==> src/rtl/lp_opp_pkg.sv <==
package lp_opp_pkg;
  localparam int CODE_W    = 4;
  localparam int NUM_CODES = 1 << CODE_W;

  typedef enum logic [2:0] {
    ST_IDLE  = 3'd0,
    ST_WAIT  = 3'd1,
    ST_GRANT = 3'd2,
    ST_DECL  = 3'd3,
    ST_WAKE  = 3'd4
  } lp_st_e;
endpackage

==> src/rtl/lp_rst_sync.sv <==
module lp_rst_sync (
  input  logic clk,
  input  logic rst_n,
  output logic rst_sync_n
);
  logic s1_q, s2_q;

  always_ff @(posedge clk or negedge rst_n) begin
    if (!rst_n) begin
      s1_q <= 1'b0;
      s2_q <= 1'b0;
    end else begin
      s1_q <= 1'b1;
      s2_q <= s1_q;
    end
  end

  assign rst_sync_n = s2_q;
endmodule

==> src/rtl/lp_wake_table.sv <==
module lp_wake_table
  import lp_opp_pkg::*;
#(
  parameter int CW   = 8,
  parameter int STEP = 2
) (
  input  logic              clk,
  input  logic              rst_n,
  input  logic              wr_en,
  input  logic [CODE_W-1:0] wr_idx,
  input  logic [CW-1:0]     wr_val,
  input  logic [CODE_W-1:0] rd_idx,
  output logic [CW-1:0]     rd_val
);
  logic [CW-1:0] ent_q [NUM_CODES];

  for (genvar i = 0; i < NUM_CODES; i++) begin : g_ent
    localparam logic [CW-1:0] RST_VAL = CW'((i + 1) * STEP);
    logic          we;
    logic [CW-1:0] ent_d;

    assign we = wr_en && (wr_idx == CODE_W'(i));

    always_comb begin
      ent_d = ent_q[i];
      if (we) ent_d = wr_val;
    end

    always_ff @(posedge clk or negedge rst_n) begin
      if (!rst_n)  ent_q[i] <= RST_VAL;
      else if (we) ent_q[i] <= ent_d;
    end
  end

  assign rd_val = ent_q[rd_idx];
endmodule

==> src/rtl/lp_resp_timer.sv <==
module lp_resp_timer #(
  parameter int T_RESP = 4
) (
  input  logic clk,
  input  logic rst_n,
  input  logic start,
  input  logic run,
  output logic done
);
  localparam int RW   = (T_RESP > 1) ? $clog2(T_RESP) : 1;
  localparam int LAST = T_RESP - 1;

  logic [RW-1:0] cnt_q, cnt_d;
  logic          cnt_en;

  assign done   = (cnt_q == RW'(LAST));
  assign cnt_en = start || (run && !done);

  always_comb begin
    cnt_d = cnt_q;
    if (start)    cnt_d = '0;
    else if (run) cnt_d = cnt_q + RW'(1);
  end

  always_ff @(posedge clk or negedge rst_n) begin
    if (!rst_n)      cnt_q <= '0;
    else if (cnt_en) cnt_q <= cnt_d;
  end

  AST_RC_RANGE: assert property (@(posedge clk) disable iff (!rst_n)
    cnt_q <= RW'(LAST));
endmodule

==> src/rtl/lp_exit_wdog.sv <==
module lp_exit_wdog #(
  parameter int CW = 8
) (
  input  logic          clk,
  input  logic          rst_n,
  input  logic          load,
  input  logic [CW-1:0] load_val,
  input  logic          run,
  output logic          expired
);
  logic [CW-1:0] cnt_q, cnt_d;
  logic          cnt_en;

  assign expired = (cnt_q == '0);
  assign cnt_en  = load || (run && !expired);

  always_comb begin
    cnt_d = cnt_q;
    if (load)     cnt_d = load_val;
    else if (run) cnt_d = cnt_q - CW'(1);
  end

  always_ff @(posedge clk or negedge rst_n) begin
    if (!rst_n)      cnt_q <= '0;
    else if (cnt_en) cnt_q <= cnt_d;
  end

  AST_WD_COUNTS_DOWN: assert property (@(posedge clk) disable iff (!rst_n)
    (run && !load && !expired) |=> (cnt_q == $past(cnt_q) - CW'(1)));
endmodule

==> src/rtl/lp_code_guard.sv <==
module lp_code_guard
  import lp_opp_pkg::*;
(
  input  logic              clk,
  input  logic              rst_n,
  input  logic              load,
  input  logic [CODE_W-1:0] load_val,
  input  logic              up_ok,
  input  logic              up_vld,
  input  logic [CODE_W-1:0] up_val,
  output logic [CODE_W-1:0] code
);
  logic [CODE_W-1:0] code_q, code_d;
  logic              raise, code_en;

  assign raise   = up_ok && up_vld && (up_val > code_q);
  assign code_en = load || raise;

  always_comb begin
    code_d = code_q;
    if (load)       code_d = load_val;
    else if (raise) code_d = up_val;
  end

  always_ff @(posedge clk or negedge rst_n) begin
    if (!rst_n)       code_q <= '0;
    else if (code_en) code_q <= code_d;
  end

  assign code = code_q;

  AST_CODE_MONO: assert property (@(posedge clk) disable iff (!rst_n)
    !load |=> (code_q >= $past(code_q)));
endmodule

==> src/rtl/lp_opp_ctrl.sv <==
module lp_opp_ctrl
  import lp_opp_pkg::*;
#(
  parameter int T_RESP = 4,
  parameter int CW     = 8,
  parameter int STEP   = 2
) (
  input  logic              clk,
  input  logic              rst_n,
  input  logic              ctl_idle_i,
  input  logic [CODE_W-1:0] entry_code_i,
  input  logic              deeper_vld_i,
  input  logic [CODE_W-1:0] deeper_code_i,
  input  logic              wt_wr_i,
  input  logic [CODE_W-1:0] wt_idx_i,
  input  logic [CW-1:0]     wt_val_i,
  input  logic              phy_ack_i,
  output logic              lp_req_o,
  output logic [CODE_W-1:0] wake_code_o,
  output logic              cmd_hold_o,
  output logic              proto_err_o
);
  logic              rst_s_n;
  lp_st_e            st_q, st_d;
  logic              err_q, err_d, err_en;
  logic              rc_done, wd_expired;
  logic              start_req, exit_go, up_ok, wd_load, wd_run;
  logic [CODE_W-1:0] code;
  logic [CW-1:0]     budget;

  lp_rst_sync u_rst (
    .clk        (clk),
    .rst_n      (rst_n),
    .rst_sync_n (rst_s_n)
  );

  assign start_req = (st_q == ST_IDLE) && ctl_idle_i;
  assign exit_go   = !ctl_idle_i && rc_done &&
                     ((st_q == ST_GRANT) || (st_q == ST_DECL));
  assign up_ok     = (st_q == ST_GRANT) && !exit_go;
  assign wd_load   = exit_go;
  assign wd_run    = (st_q == ST_WAKE) && phy_ack_i;

  lp_resp_timer #(.T_RESP(T_RESP)) u_rt (
    .clk   (clk),
    .rst_n (rst_s_n),
    .start (start_req),
    .run   (lp_req_o),
    .done  (rc_done)
  );

  lp_code_guard u_cg (
    .clk      (clk),
    .rst_n    (rst_s_n),
    .load     (start_req),
    .load_val (entry_code_i),
    .up_ok    (up_ok),
    .up_vld   (deeper_vld_i),
    .up_val   (deeper_code_i),
    .code     (code)
  );

  lp_wake_table #(.CW(CW), .STEP(STEP)) u_tbl (
    .clk    (clk),
    .rst_n  (rst_s_n),
    .wr_en  (wt_wr_i),
    .wr_idx (wt_idx_i),
    .wr_val (wt_val_i),
    .rd_idx (code),
    .rd_val (budget)
  );

  lp_exit_wdog #(.CW(CW)) u_wd (
    .clk      (clk),
    .rst_n    (rst_s_n),
    .load     (wd_load),
    .load_val (budget),
    .run      (wd_run),
    .expired  (wd_expired)
  );

  // next state
  always_comb begin
    st_d = st_q;
    unique case (st_q)
      ST_IDLE:  if (ctl_idle_i) st_d = ST_WAIT;
      ST_WAIT: begin
        if (phy_ack_i)    st_d = ST_GRANT;
        else if (rc_done) st_d = ST_DECL;
      end
      ST_GRANT: if (exit_go) st_d = ST_WAKE;
      ST_DECL:  if (exit_go) st_d = ST_WAKE;
      ST_WAKE:  if (!phy_ack_i) st_d = ST_IDLE;
      default:  st_d = ST_IDLE;
    endcase
  end

  always_comb begin
    err_d  = err_q;
    err_en = 1'b0;
    if ((st_q == ST_DECL) && phy_ack_i) begin
      err_d  = 1'b1;
      err_en = 1'b1;
    end
    if ((st_q == ST_WAKE) && phy_ack_i && wd_expired) begin
      err_d  = 1'b1;
      err_en = 1'b1;
    end
  end

  always_ff @(posedge clk or negedge rst_s_n) begin
    if (!rst_s_n) begin
      st_q  <= ST_IDLE;
      err_q <= 1'b0;
    end else begin
      st_q <= st_d;
      if (err_en) err_q <= err_d;
    end
  end

  assign lp_req_o    = (st_q == ST_WAIT) || (st_q == ST_GRANT) || (st_q == ST_DECL);
  assign cmd_hold_o  = (st_q != ST_IDLE);
  assign wake_code_o = code;
  assign proto_err_o = err_q;

  AST_REQ_BLOCKS: assert property (@(posedge clk) disable iff (!rst_s_n)
    lp_req_o |-> cmd_hold_o);
  AST_CODE_FROZEN: assert property (@(posedge clk) disable iff (!rst_s_n)
    ((st_q == ST_WAIT) && $past(st_q == ST_WAIT)) |-> $stable(wake_code_o));
  AST_MIN_HOLD: assert property (@(posedge clk) disable iff (!rst_s_n)
    $fell(lp_req_o) |-> $past(rc_done));
  AST_UNBLOCK_ACK_LOW: assert property (@(posedge clk) disable iff (!rst_s_n)
    $fell(cmd_hold_o) |-> !$past(phy_ack_i));
  AST_LATE_ACK: assert property (@(posedge clk) disable iff (!rst_s_n)
    ((st_q == ST_DECL) && phy_ack_i) |=> proto_err_o);
  AST_ERR_STICKY: assert property (@(posedge clk) disable iff (!rst_s_n)
    proto_err_o |=> proto_err_o);
endmodule

==> config.mk <==
export PLATFORM = sky130hd
export DESIGN_NAME = lp_opp_ctrl
export DESIGN_NICKNAME = d
export VERILOG_FILES = /design/src/rtl/lp_opp_pkg.sv /design/src/rtl/lp_rst_sync.sv /design/src/rtl/lp_wake_table.sv /design/src/rtl/lp_resp_timer.sv /design/src/rtl/lp_exit_wdog.sv /design/src/rtl/lp_code_guard.sv /design/src/rtl/lp_opp_ctrl.sv
export SDC_FILE = /design/constraint.sdc
export NUM_CORES = 1
export LEC_CHECK = 0
export BUFFER_PORTS_ARGS = -buffer_cell sky130_fd_sc_hd__buf_2
export CELL_PAD_IN_SITES_DETAIL_PLACEMENT = 0
export CELL_PAD_IN_SITES_GLOBAL_PLACEMENT = 1
export CORE_MARGIN = 2
export CORE_UTILIZATION = 52
export DETAILED_ROUTE_END_ITERATION = 8
export PLACE_DENSITY = 0.87
export SYNTH_ARGS = -nofsm -noshare
export SYNTH_HDL_FRONTEND = slang
export SYNTH_SLANG_ARGS = --single-unit
export TNS_END_PERCENT = 30
==> constraint.sdc <==
create_clock -name clk -period 5.9 [get_ports clk]
set_input_delay 1.18 -clock clk [delete_from_list [all_inputs] [get_ports clk]]
set_output_delay 1.18 -clock clk [all_outputs]
set_load 0.02 [all_outputs]
==> results <==
- In the synthesized netlist, the number of instances is 510.
- The total area of sequential cells is between 3000 and 4000 um2.
- The number of synthesized flops with an enable pin is 0.
- Leaving out fill and tap cells, the most frequent cell in the layout is sky130_fd_sc_hd__mux2_2.
- The portion of the post-synthesis area used by sequential elements is 52.51%.
- After clock tree synthesis, the flow added hold-fix buffers numbering 0.
- The violation count after the first detailed-routing iteration is 218.
- The sum of negative setup slack is 0 ns.
- The worst register-to-register path begins at u_cg.code[2].
- The maximum fanout along the worst path is 9.
- The root buffer cell chosen for the clock tree is sky130_fd_sc_hd__clkbuf_16.
- The signal on the critical path passes through nor3_1 > inv_1 > buf_2.
- TritonCTS built the clock tree.
- In the layout the commonest cells are sky130_fd_sc_hd__mux2_2, sky130_fd_sc_hd__dfrtp_1, sky130_fd_sc_hd__dfstp_2.
- The number of vias per cell is around 6.
- Setup repair after global routing left no endpoint under its margin.
- The largest buffer count on any clock path is 2.
- The worst pin sits at a relative slew slack of between 20 and 30%.
- The area occupied by multi-input gates is about 3200 um2.
- Max-cap violations in this run came to 0.
- For the worst setup path, the data arrival time is about 1.6 ns.
- The reported net switching power is 1.174 mW.
- After detailed placement, the total cell area comes to 7405 um2.
- Buffers added to address setup during post-CTS repair amount to 0.
- The fraction of layout instances using a drive strength above 1 is 50.09%.
- The final cycle utilization of the critical path is 47.26%.
- The largest single stage delay on the critical path is 0.49 ns.
- The cell type contributing the most total cell area after synthesis is sky130_fd_sc_hd__dfrtp_1.
- The area fraction of the dominant cell type after synthesis is approximately two fifths.
- The max-slew violation count was 0.
- The area growth from synthesis to final layout is 12.23%.
- The number of global-route vias before repair was 4499.
- The number of hold-slack violations in the final timing report is 0.
- At the pin with the least slew margin, the transition time is 1.093 ns.
- The H-tree level count is 4.
- The reported leakage power is 3.375 nW.
- The maximum number of pins on one net before global-route repair is between 80 and 90.
- The total clock buffers created by CTS is 17.
- The wire length after detailed routing is 15250 um.
- Derived from the worst setup path, the maximum achievable clock frequency is between 300 and 400 MHz.
- The relative contribution of combinational cells to total power is 31.2%.
- The total of cells resized after clock tree synthesis is 0.
- The synthesized net count is 543.
- IR analysis of the VDD net gives a maximum drop of 0.2809 mV.
- The ratio of total power to cell area is around 470 nW/um2.
- After synthesis, the share of flip-flops with an asynchronous set or reset is 100.0%.
- After synthesis, the cell types taking the most area are sky130_fd_sc_hd__dfrtp_1, sky130_fd_sc_hd__mux2_2, sky130_fd_sc_hd__dfstp_2.
- The net count of the finished layout is 572.
- The number of top-level design ports is 33.
- The worst hold path begins at u_rst.s1_q.
- At the end of routability-driven placement, the weighted congestion stood at 0.7864.
- The global-route wire length before repair is 24900 um.
- The number of placement rows is 42.
- The die is 121.1 um tall.
- The placed cell count is slightly below 700.
- The slowest library cell on the worst path is sky130_fd_sc_hd__dfrtp_1.
- The routed via count is 4354.
- The first-pass iteration count of the detailed router is 4.
- The power share of the clock group is 28.9%.
- The region available for standard cell placement spans 13300 um2.
- The synthesized netlist occupies a cell area of 7132 um2.
- The number of library cell types mapped by synthesis is 55.
- Dividing the synthesized area by the synthesized cell count gives approximately 14 um2.
- The number of fill cells in the layout is 1018.
- After layout, the design draws a total of 3.750 mW.
- For this run, the number of standard cells in the final layout without fillers is 727.
- After legalization and detailed placement, the total HPWL measured 10240 um.
- The die is 121.1 um wide.
- The capturing element type of the critical path is a primary output.
- The register share of total power is 39.8%.
- The setup path with the least slack is of type reg2out.
- In this run the remaining antenna-violating nets after routing total 0.
- During placement, the flow inserted port buffers numbering 32.
- The run finished with clean final reports.
- The aggregate global routing overflow is 0.
- The min-delay analysis places its worst path in the category reg2reg.
- In the final routed layout, each cell accounts on average for 20.98 um.
- The switching power as a share of total power is 31.31%.
- The commonest register cell after synthesis is sky130_fd_sc_hd__dfrtp_1.
- The remaining design rule violation count is 0.
- Synthesis inferred roughly 150 register bits.
- The worst setup path is launched from a register.
- The initial antenna violation count is 0.
- CTS saw 148 sinks.
- With fillers left out, the area of the finished cells amounts to 8004 um2.
- The total track usage is around 23%.
- The startpoint of the most critical setup path is st_q[2].
- Cell internal power was estimated by the tool at between 2 and 3 mW.
- The setup clock skew after layout is around 0.0088 ns.
- After clock tree synthesis, the clock-pin slew on the worst setup and hold paths is 0.06 ns.
- The data required time of the worst path is 4.72 ns.
- The time the final worst path needs with I/O delays and setup is 2.789 ns.
- The repair_antennas step left the layout with diodes totalling 0.
- Clock latency on the worst-skew pair, taken at its later pin, is 0.43 ns.
- The die covers 14670 um2.
- The initial core utilization is a little over half.
- For this run, the number of Yosys warnings is 0.
- The number of setup violations in the final report is 0.
## layout make-up
type                    count  area share (%)
repair buffers             36           2.376
flip-flops and latches    148           46.83
well taps                 176           2.751
inverters                   8          0.3752
multi-input cells         328           40.18
clock inverters             9           1.438
clock buffers              22           6.050
## worst max-delay path: cells and delay by family, from the launching register on
family | cells | cell delay, ns
AND/OR/NAND/NOR | 1 | 0.45
buffers and inverters | 2 | 0.24
flip-flops | 1 | 0.49
## worst paths after layout
path / to / slack (ns) / depth (start not counted)
max: cmd_hold_o / 3.11 / 3
min reg2reg: u_rst.rst_sync_n / 0.35 / 0
min in group asynchronous: u_rst.rst_sync_n / 0.53 / 1
max in group asynchronous: u_cg.code[3] / 4.02 / 1
min: u_rst.rst_sync_n / 0.35 / 0
max reg2reg: u_cg.code[1] / 3.60 / 8
## state kept, by name, indices dropped and copies added, names as in the netlist
register / flops
u_rt.cnt_q: 2
u_cg.code: 4
u_tbl.ent_q: 128
u_rst.rst_sync_n: 1
st_q: 3
u_wd.cnt_q: 8
u_rst.s1_q: 1
proto_err_o: 1
## metrics by stage
stage / utilization (%) / hold slack [ns] / setup slack [ns]
finish: 60.20 / 0.3466 / 3.111
CTS: 60.20 / 0.3483 / 3.108
detailed placement: 55.69 / 0.3347 / 2.994
floorplan: - / 0.3312 / 1.529
global route: 60.20 / 0.3748 / 2.990
global placement: 55.69 / 0.3385 / 3.007
## routing by layer
metal / vias to the layer above / global-route usage (%) / share of wire [%]
met5: - / 0 / 0
met4: 0 / 8.576 / 2.4
met3: 30 / 7.002 / 4.8
met2: 89 / 35.11 / 47
met1: 2274 / 31.01 / 46
li1: 1961 / - / -
## cell usage after synthesis (2+ instances only)
library cell,count
sky130_fd_sc_hd__nor3b_1,2
sky130_fd_sc_hd__nor2_1,21
sky130_fd_sc_hd__ha_1,7
sky130_fd_sc_hd__nand2b_1,6
sky130_fd_sc_hd__dfstp_2,33
sky130_fd_sc_hd__and2b_1,2
sky130_fd_sc_hd__clkbuf_2,2
sky130_fd_sc_hd__mux2_2,136
sky130_fd_sc_hd__dfrtp_1,115
sky130_fd_sc_hd__o2111ai_1,2
sky130_fd_sc_hd__nor2b_1,2
sky130_fd_sc_hd__o22ai_1,8
sky130_fd_sc_hd__nor3_1,9
sky130_fd_sc_hd__nor2_2,9
sky130_fd_sc_hd__nand2_1,16
sky130_fd_sc_hd__xnor2_1,2
sky130_fd_sc_hd__or2_2,2
sky130_fd_sc_hd__inv_1,8
sky130_fd_sc_hd__nand3b_1,3
sky130_fd_sc_hd__a21oi_1,15
sky130_fd_sc_hd__mux4_1,3
sky130_fd_sc_hd__a311oi_1,3
sky130_fd_sc_hd__buf_2,6
sky130_fd_sc_hd__or3_1,2
sky130_fd_sc_hd__mux4_2,20
sky130_fd_sc_hd__and3_1,6
sky130_fd_sc_hd__mux2i_1,15
sky130_fd_sc_hd__buf_4,5
sky130_fd_sc_hd__a31oi_1,2
sky130_fd_sc_hd__nand3_1,4
sky130_fd_sc_hd__a211oi_1,3
sky130_fd_sc_hd__buf_6,2
sky130_fd_sc_hd__clkbuf_1,11
sky130_fd_sc_hd__o221ai_1,2
sky130_fd_sc_hd__o21ai_0,6
## power by group through the flow
| stage | Sequential [mW] | Combinational (mW) | Clock, mW |
|---|---|---|---|
| global placement | 1.48 | 1.14 | 0 |
| CTS | 1.49 | 1.18 | 1.11 |
| global route | 1.53 | 1.27 | 1.15 |
| finish | 1.49 | 1.17 | 1.09 |
| floorplan | 1.47 | 0.906 | 0 |
| detailed placement | 1.51 | 1.17 | 0 |
## kinds of logic after synthesis
group,Yosys count,synth area share (%)
flops,148,52.51
xor+xnor,3,0.3685
fa+ha+maj,7,1.228
buf+inv,34,2.404
other cells,1,0.05258
simple gates,91,7.105
compound gates,51,4.983
mux,175,31.35
Power figures use the tool's default switching activity.
